$ cat src/rtl/mdio_mon_pkg.sv
package mdio_mon_pkg;

    localparam int PORT_W     = 5;
    localparam int DEV_W      = 5;
    localparam int DATA_W     = 16;
    localparam int PRE_FULL   = 32;
    localparam int PRE_MIN    = 17;
    localparam int ONES_W     = $clog2(PRE_FULL) + 1;
    localparam int CNT_W      = $clog2(DATA_W);

    typedef enum logic [2:0] {
        PH_HUNT,
        PH_ILLEGAL,
        PH_START,
        PH_OP,
        PH_PORT,
        PH_DEV,
        PH_TA,
        PH_DATA
    } phase_t;

    typedef struct packed {
        logic              c45;
        logic [1:0]        op;
        logic [PORT_W-1:0] port;
        logic [DEV_W-1:0]  dev;
        logic [DATA_W-1:0] data;
        logic              short_pre;
        logic              illegal;
        logic              op_bad;
        logic [1:0]        ta_bad;
    } frame_t;

    // Both formats: a first opcode bit of 1 means a read.
    function automatic logic op_is_read(input logic [1:0] op);
        return op[1];
    endfunction

    // First turnaround bit must be 1 for frames whose first opcode bit is 0.
    function automatic logic ta_first_required(input logic [1:0] op);
        return !op[1];
    endfunction

    function automatic logic is_addr_frame(input frame_t f);
        return f.c45 && (f.op == 2'b00);
    endfunction

    function automatic logic is_read_inc(input frame_t f);
        return f.c45 && (f.op == 2'b10);
    endfunction

endpackage

$ cat src/rtl/mdio_mon_sampler.sv
module mdio_mon_sampler #(
    parameter int STAGES = 2
) (
    input  logic clk,
    input  logic rst,
    input  logic mdc_raw,
    input  logic mdio_raw,
    output logic bit_strobe,
    output logic bit_val
);
    logic [STAGES-1:0] mdc_sync;
    logic [STAGES-1:0] mdio_sync;
    logic              mdc_prev;

    generate
        if (STAGES == 1) begin : g_single
            always_ff @(posedge clk) begin
                if (rst) begin
                    mdc_sync  <= '1;
                    mdio_sync <= '1;
                end else begin
                    mdc_sync  <= mdc_raw;
                    mdio_sync <= mdio_raw;
                end
            end
        end else begin : g_chain
            always_ff @(posedge clk) begin
                if (rst) begin
                    mdc_sync  <= '1;
                    mdio_sync <= '1;
                end else begin
                    mdc_sync  <= {mdc_sync[STAGES-2:0], mdc_raw};
                    mdio_sync <= {mdio_sync[STAGES-2:0], mdio_raw};
                end
            end
        end
    endgenerate

    always_ff @(posedge clk) begin
        if (rst) mdc_prev <= 1'b1;
        else     mdc_prev <= mdc_sync[STAGES-1];
    end

    assign bit_strobe = mdc_sync[STAGES-1] & ~mdc_prev;
    assign bit_val    = mdio_sync[STAGES-1];

endmodule

$ cat src/rtl/mdio_mon_framer.sv
module mdio_mon_framer
    import mdio_mon_pkg::*;
(
    input  logic   clk,
    input  logic   rst,
    input  logic   bit_strobe,
    input  logic   bit_val,
    output logic   frame_done,
    output frame_t frame_rec
);
    phase_t             phase;
    frame_t             cur;
    logic [CNT_W-1:0]   cnt;
    logic [ONES_W-1:0]  ones;

    localparam logic [ONES_W-1:0] ONES_MAX  = '1;
    localparam logic [ONES_W-1:0] ONES_FULL = ONES_W'(PRE_FULL);
    localparam logic [ONES_W-1:0] ONES_MIN  = ONES_W'(PRE_MIN);

    always_ff @(posedge clk) begin
        if (rst) begin
            phase      <= PH_HUNT;
            cur        <= '0;
            cnt        <= '0;
            ones       <= '0;
            frame_done <= 1'b0;
            frame_rec  <= '0;
        end else begin
            frame_done <= 1'b0;
            if (bit_strobe) begin
                unique case (phase)
                    PH_HUNT: begin
                        if (bit_val) begin
                            if (ones != ONES_MAX) ones <= ones + 1'b1;
                        end else if (ones >= ONES_MIN) begin
                            cur.short_pre <= (ones < ONES_FULL);
                            phase         <= PH_START;
                        end else begin
                            phase <= PH_ILLEGAL;
                        end
                    end
                    PH_ILLEGAL: begin
                        if (bit_val) begin
                            cur.illegal <= 1'b1;
                            ones        <= ONES_W'(1);
                            phase       <= PH_HUNT;
                        end
                    end
                    PH_START: begin
                        cur.c45 <= !bit_val;
                        cnt     <= '0;
                        phase   <= PH_OP;
                    end
                    PH_OP: begin
                        if (cnt == '0) begin
                            cur.op[1] <= bit_val;
                            cnt       <= CNT_W'(1);
                        end else begin
                            cur.op[0]  <= bit_val;
                            cur.op_bad <= !cur.c45 && (bit_val == cur.op[1]);
                            cnt        <= '0;
                            phase      <= PH_PORT;
                        end
                    end
                    PH_PORT: begin
                        cur.port <= {cur.port[PORT_W-2:0], bit_val};
                        if (cnt == CNT_W'(PORT_W - 1)) begin
                            cnt   <= '0;
                            phase <= PH_DEV;
                        end else begin
                            cnt <= cnt + 1'b1;
                        end
                    end
                    PH_DEV: begin
                        cur.dev <= {cur.dev[DEV_W-2:0], bit_val};
                        if (cnt == CNT_W'(DEV_W - 1)) begin
                            cnt   <= '0;
                            phase <= PH_TA;
                        end else begin
                            cnt <= cnt + 1'b1;
                        end
                    end
                    PH_TA: begin
                        if (cnt == '0) begin
                            cur.ta_bad[0] <= ta_first_required(cur.op) && !bit_val;
                            cnt           <= CNT_W'(1);
                        end else begin
                            cur.ta_bad[1] <= bit_val;
                            cnt           <= '0;
                            phase         <= PH_DATA;
                        end
                    end
                    PH_DATA: begin
                        if (cnt == CNT_W'(DATA_W - 1)) begin
                            frame_rec      <= cur;
                            frame_rec.data <= {cur.data[DATA_W-2:0], bit_val};
                            frame_done     <= 1'b1;
                            cur            <= '0;
                            cnt            <= '0;
                            ones           <= '0;
                            phase          <= PH_HUNT;
                        end else begin
                            cur.data <= {cur.data[DATA_W-2:0], bit_val};
                            cnt      <= cnt + 1'b1;
                        end
                    end
                    default: phase <= PH_HUNT;
                endcase
            end
        end
    end

endmodule

$ cat src/rtl/mdio_mon_tracker.sv
module mdio_mon_tracker
    import mdio_mon_pkg::*;
(
    input  logic              clk,
    input  logic              rst,
    input  logic              frame_done,
    input  frame_t            frame_rec,
    output logic [DATA_W-1:0] trk_addr,
    output logic              trk_known
);
    always_ff @(posedge clk) begin
        if (rst) begin
            trk_addr  <= '0;
            trk_known <= 1'b0;
        end else if (frame_done) begin
            if (is_addr_frame(frame_rec)) begin
                trk_addr  <= frame_rec.data;
                trk_known <= 1'b1;
            end else if (is_read_inc(frame_rec) && trk_known) begin
                trk_addr <= trk_addr + 1'b1;
            end
        end
    end

endmodule

$ cat src/rtl/mdio_mon.sv
module mdio_mon
    import mdio_mon_pkg::*;
#(
    parameter int SYNC_STAGES = 2
) (
    input  logic              clk,
    input  logic              rst,
    input  logic              mdc_in,
    input  logic              mdio_in,
    output logic              txn_valid,
    output logic              txn_c45,
    output logic              txn_read,
    output logic [PORT_W-1:0] txn_port,
    output logic [DEV_W-1:0]  txn_dev,
    output logic [DATA_W-1:0] txn_data,
    output logic [DATA_W-1:0] txn_addr,
    output logic              txn_addr_known,
    output logic              err_short_pre,
    output logic              err_illegal,
    output logic              err_opcode,
    output logic [1:0]        err_ta
);
    logic              bit_strobe;
    logic              bit_val;
    logic              frame_done;
    frame_t            rec;
    logic [DATA_W-1:0] trk_addr;
    logic              trk_known;

    mdio_mon_sampler #(.STAGES(SYNC_STAGES)) u_sampler (
        .clk        (clk),
        .rst        (rst),
        .mdc_raw    (mdc_in),
        .mdio_raw   (mdio_in),
        .bit_strobe (bit_strobe),
        .bit_val    (bit_val)
    );

    mdio_mon_framer u_framer (
        .clk        (clk),
        .rst        (rst),
        .bit_strobe (bit_strobe),
        .bit_val    (bit_val),
        .frame_done (frame_done),
        .frame_rec  (rec)
    );

    mdio_mon_tracker u_tracker (
        .clk        (clk),
        .rst        (rst),
        .frame_done (frame_done),
        .frame_rec  (rec),
        .trk_addr   (trk_addr),
        .trk_known  (trk_known)
    );

    assign txn_valid      = frame_done && !is_addr_frame(rec);
    assign txn_c45        = rec.c45;
    assign txn_read       = op_is_read(rec.op);
    assign txn_port       = rec.port;
    assign txn_dev        = rec.dev;
    assign txn_data       = rec.data;
    assign txn_addr       = trk_addr;
    assign txn_addr_known = trk_known;
    assign err_short_pre  = rec.short_pre;
    assign err_illegal    = rec.illegal;
    assign err_opcode     = rec.op_bad;
    assign err_ta         = rec.ta_bad;

endmodule

$ cat config.mk
export PLATFORM = sky130hd
export DESIGN_NAME = mdio_mon
export DESIGN_NICKNAME = d
export VERILOG_FILES = /design/src/rtl/mdio_mon_pkg.sv /design/src/rtl/mdio_mon_sampler.sv /design/src/rtl/mdio_mon_framer.sv /design/src/rtl/mdio_mon_tracker.sv /design/src/rtl/mdio_mon.sv
export SDC_FILE = /design/constraint.sdc
export NUM_CORES = 1
export LEC_CHECK = 0
export CAP_MARGIN = 20
export CORE_UTILIZATION = 34
export DETAILED_ROUTE_END_ITERATION = 6
export GPL_ROUTABILITY_DRIVEN = 1
export HOLD_SLACK_MARGIN = 0.1
export PLACE_DENSITY = 0.55
export RECOVER_POWER = 100
export SLEW_MARGIN = 20
export SYNTH_ARGS = -nofsm -noshare
export SYNTH_HDL_FRONTEND = slang
export SYNTH_SLANG_ARGS = --single-unit
$ cat constraint.sdc
create_clock -name clk -period 3.41 [get_ports clk]
set_input_delay 0.341 -clock clk [delete_from_list [all_inputs] [get_ports clk]]
set_output_delay 0.341 -clock clk [all_outputs]
set_load 0.01 [all_outputs]
==> impl_metrics.json <==
{
  "slew_headroom": -0.230,
  "firstDrtPassIters": 5,
  "criticalPathCategory": "register to register",
  "initial_core_util": 0.347,
  "grt_max_degree": 57,
  "syn_to_final_growth_pct": 12.8,
  "drt-wirelength-per-cell_um": 15.4,
  "cp_slowest_cell": "nor3_4",
  "start_kind": "register",
  "grt_setup_unrepaired": "no",
  "clock-sinks": 103,
  "path_cells": "ha_1 -> nand3_1 -> nor3_4 -> buf_12 -> nand2_1 -> a21oi_1",
  "die_area_mm2": 0.0152,
  "drive_gt1_frac": 0.0634,
  "p_per_area_mw_per_mm2": 390,
  "hold_viol_final": 0,
  "period_needed_ns": 2.71,
  "antenna_left": 0,
  "max_freq_mhz": 369,
  "dp_slack_ns": 1.26,
  "violations": "capacitance limit, slew limit",
  "cts.htree.levels": 3,
  "met1_usage": 0.227,
  "setup_tns_ns": 0,
  "busiest_layer": "met2",
  "synth_area_leaders": "dfxtp_1 (41%), a21oi_1 (8.8%), nand2_1 (8.6%)",
  "grt_pass1_wl_mm": 20.7,
  "diodes": 0,
  "ys_seq_elements": 103,
  "ys_warn_count": 0,
  "synth_common_cells": "nand2_1 (115), dfxtp_1 (103), a21oi_1 (88), buf_4 (34), nand3_1 (32)",
  "dieWidth_um": 123,
  "dp_cells": 800,
  "synth_cell_types": 65,
  "tightest_slew_ns": 1.85,
  "cp-end-kind": "register",
  "status": "finished with violations",
  "setup_viol": 0,
  "cts_tree": "done",
  "core_mm2": 0.0145,
  "synth_most_common_cell": "nand2_1",
  "overflow": 0,
  "max_stage_delay_ns": 0.84,
  "synth_top_area_frac": 0.411,
  "gp_congestion": 0.865,
  "synthesis.instances": 626,
  "numCtsBuffers": 9,
  "final.setup_skew_ns": 0.00642,
  "cap_violations": 1,
  "io_buffers": 54,
  "final_cells": 815,
  "yosysSeqAreaShare": 0.411,
  "required_ns": 3.65,
  "avgViaCountPerCell": 5.39,
  "route.detailed.drc": 0,
  "finalPower_mw": 2.21,
  "clkTransAtPathRegs_ns": 0.07,
  "antenna_found_initial": 0,
  "grt_pass1_vias": 4038,
  "synth.largest_area_cell": "dfxtp_1",
  "clock_path_buffers": 2,
  "drv_slew": 42,
  "async_reset_ff_frac": 0,
  "grt_usage": 0.174,
  "fp-row-count": 44,
  "p_leak_nw": 1.96,
  "worstHoldPathType": "register to register",
  "dp_hpwl_mm": 8.73,
  "synth_edf_count": 0,
  "final_nets": 638,
  "vias": 4396,
  "io_pins": 55,
  "syn_area_mm2": 0.00502,
  "routed_wl_mm": 12.6,
  "peakVddDrop_v": 0.000238,
  "met3_usage": 0.0369,
  "drtIter0Drc": 475,
  "cp_max_fo": 24,
  "post-cts-setup-buffers": 0,
  "cts_hold_buf": 0,
  "avgSynthCellArea_um2": 8.01,
  "period_share": 0.795,
  "die-height_um": 123,
  "insertion_delay_ns": 0.34,
  "synth_nets": 637,
  "layout_setup_ws_ns": 0.700,
  "cp.arrival_ns": 2.95,
  "grt_use_met2": 0.278,
  "synth_flop_cell": "dfxtp_1",
  "ctsResizeCount": 0,
  "root_buffer": "clkbuf_16"
}
[critical path: cells and delay by family, from the launching register on]
family,cells,cell delay (ns)
AO/OA/AOI/OAI,1,0.13
AND/OR/NAND/NOR,3,1.63
flip-flops,1,0.36
buffers and inverters,1,0.23
adder cells (fa/ha/maj),1,0.25
[cell families after synthesis]
kind of cell / Yosys count / synth area share
muxes: 5 / 0.00998
AOI/OAI and AO/OA: 166 / 0.204
DFF: 103 / 0.411
adders and majority gates: 7 / 0.0175
buffers and inverters: 82 / 0.0933
xor gates and xnor gates: 1 / 0.00175
and+or+nand+nor: 262 / 0.262
[layout by cell type, fill, tap and decap left out, types with 3 or more instances in the layout]
| master | n |
|---|---|
| nor3b_1 | 3 |
| a31oi_1 | 3 |
| a21oi_1 | 88 |
| a211o_1 | 4 |
| dfxtp_1 | 103 |
| buf_4 | 5 |
| nand2b_1 | 5 |
| ha_1 | 7 |
| a31o_2 | 3 |
| o221ai_1 | 3 |
| dlygate4sd3_1 | 51 |
| nor3_1 | 10 |
| a221oi_1 | 5 |
| clkbuf_16 | 9 |
| clkinv_2 | 3 |
| o22ai_1 | 5 |
| o21ai_0 | 24 |
| and3_1 | 5 |
| a211oi_1 | 8 |
| nand3_1 | 34 |
| clkbuf_1 | 3 |
| nor2b_1 | 3 |
| nand2_1 | 115 |
| nor2_1 | 29 |
| and2_1 | 3 |
| and4_1 | 4 |
| mux2i_1 | 5 |
| nor4_1 | 10 |
| nand3b_1 | 6 |
| nand4_1 | 13 |
| inv_1 | 9 |
| or2_2 | 7 |
[flip-flops by register name, indices dropped and copies added (netlist names)]
register	count
u_framer.cnt	4
u_framer.frame_rec	34
u_sampler.mdio_sync	2
u_sampler.mdc_prev	1
u_sampler.mdc_sync	2
u_framer.ones	6
u_framer.frame_done	1
u_tracker.trk_known	1
u_framer.cur	33
u_framer.phase	3
u_tracker.trk_addr	16
[layer usage]
metal / share of wire / vias to the layer above
met3: 0.038 / 21
met1: 0.46 / 2061
li1: - / 2208
met4: 0.020 / 0
met5: 0 / -
met2: 0.48 / 106
[stage by stage]
step                      utilization  hold WS, ns  instance area [um2]
after floorplan                     -        0.389                 5020
after global placement          0.375        0.393                 5430
after detailed placement        0.375        0.400                 5430
after CTS                       0.393        0.417                 5700
after global routing            0.391        0.444                 5660
final                           0.391        0.414                 5660
[worst paths after layout]
kind                                                  startpoint                            endpoint  slack [ns]  depth (start not counted)
worst min register to register  u_sampler.mdc_sync[0]$_SDFF_PP1_    u_sampler.mdc_sync[1]$_SDFF_PP1_        0.41                          1
worst max register to register      u_framer.cnt[1]$_SDFFE_PP0P_  u_framer.frame_rec[2]$_SDFFE_PP0P_        0.70                          6
worst max-delay path                u_framer.cnt[1]$_SDFFE_PP0P_  u_framer.frame_rec[2]$_SDFFE_PP0P_        0.70                          6
worst min-delay path            u_sampler.mdc_sync[0]$_SDFF_PP1_    u_sampler.mdc_sync[1]$_SDFF_PP1_        0.41                          1
[power by group]
part           switching [mW]  leakage [nW]  total (mW)  internal (mW)
Combinational          0.0328          1.00      0.0449         0.0121
Sequential            0.00437         0.830        1.21           1.21
Clock                   0.442         0.131       0.950          0.508
Total                   0.479          1.96        2.21           1.73
[area by class of cell]
cell class	instances	area, um2
Clock buffer	11	243
Clock inverter	4	22.5
Fill cell	1470	8820
Inverter	10	37.5
Multi-Input combinational cell	441	2460
Sequential cell	103	2060
Tap cell	184	230
Timing Repair Buffer	62	601
(Power assumes the default switching activity.)
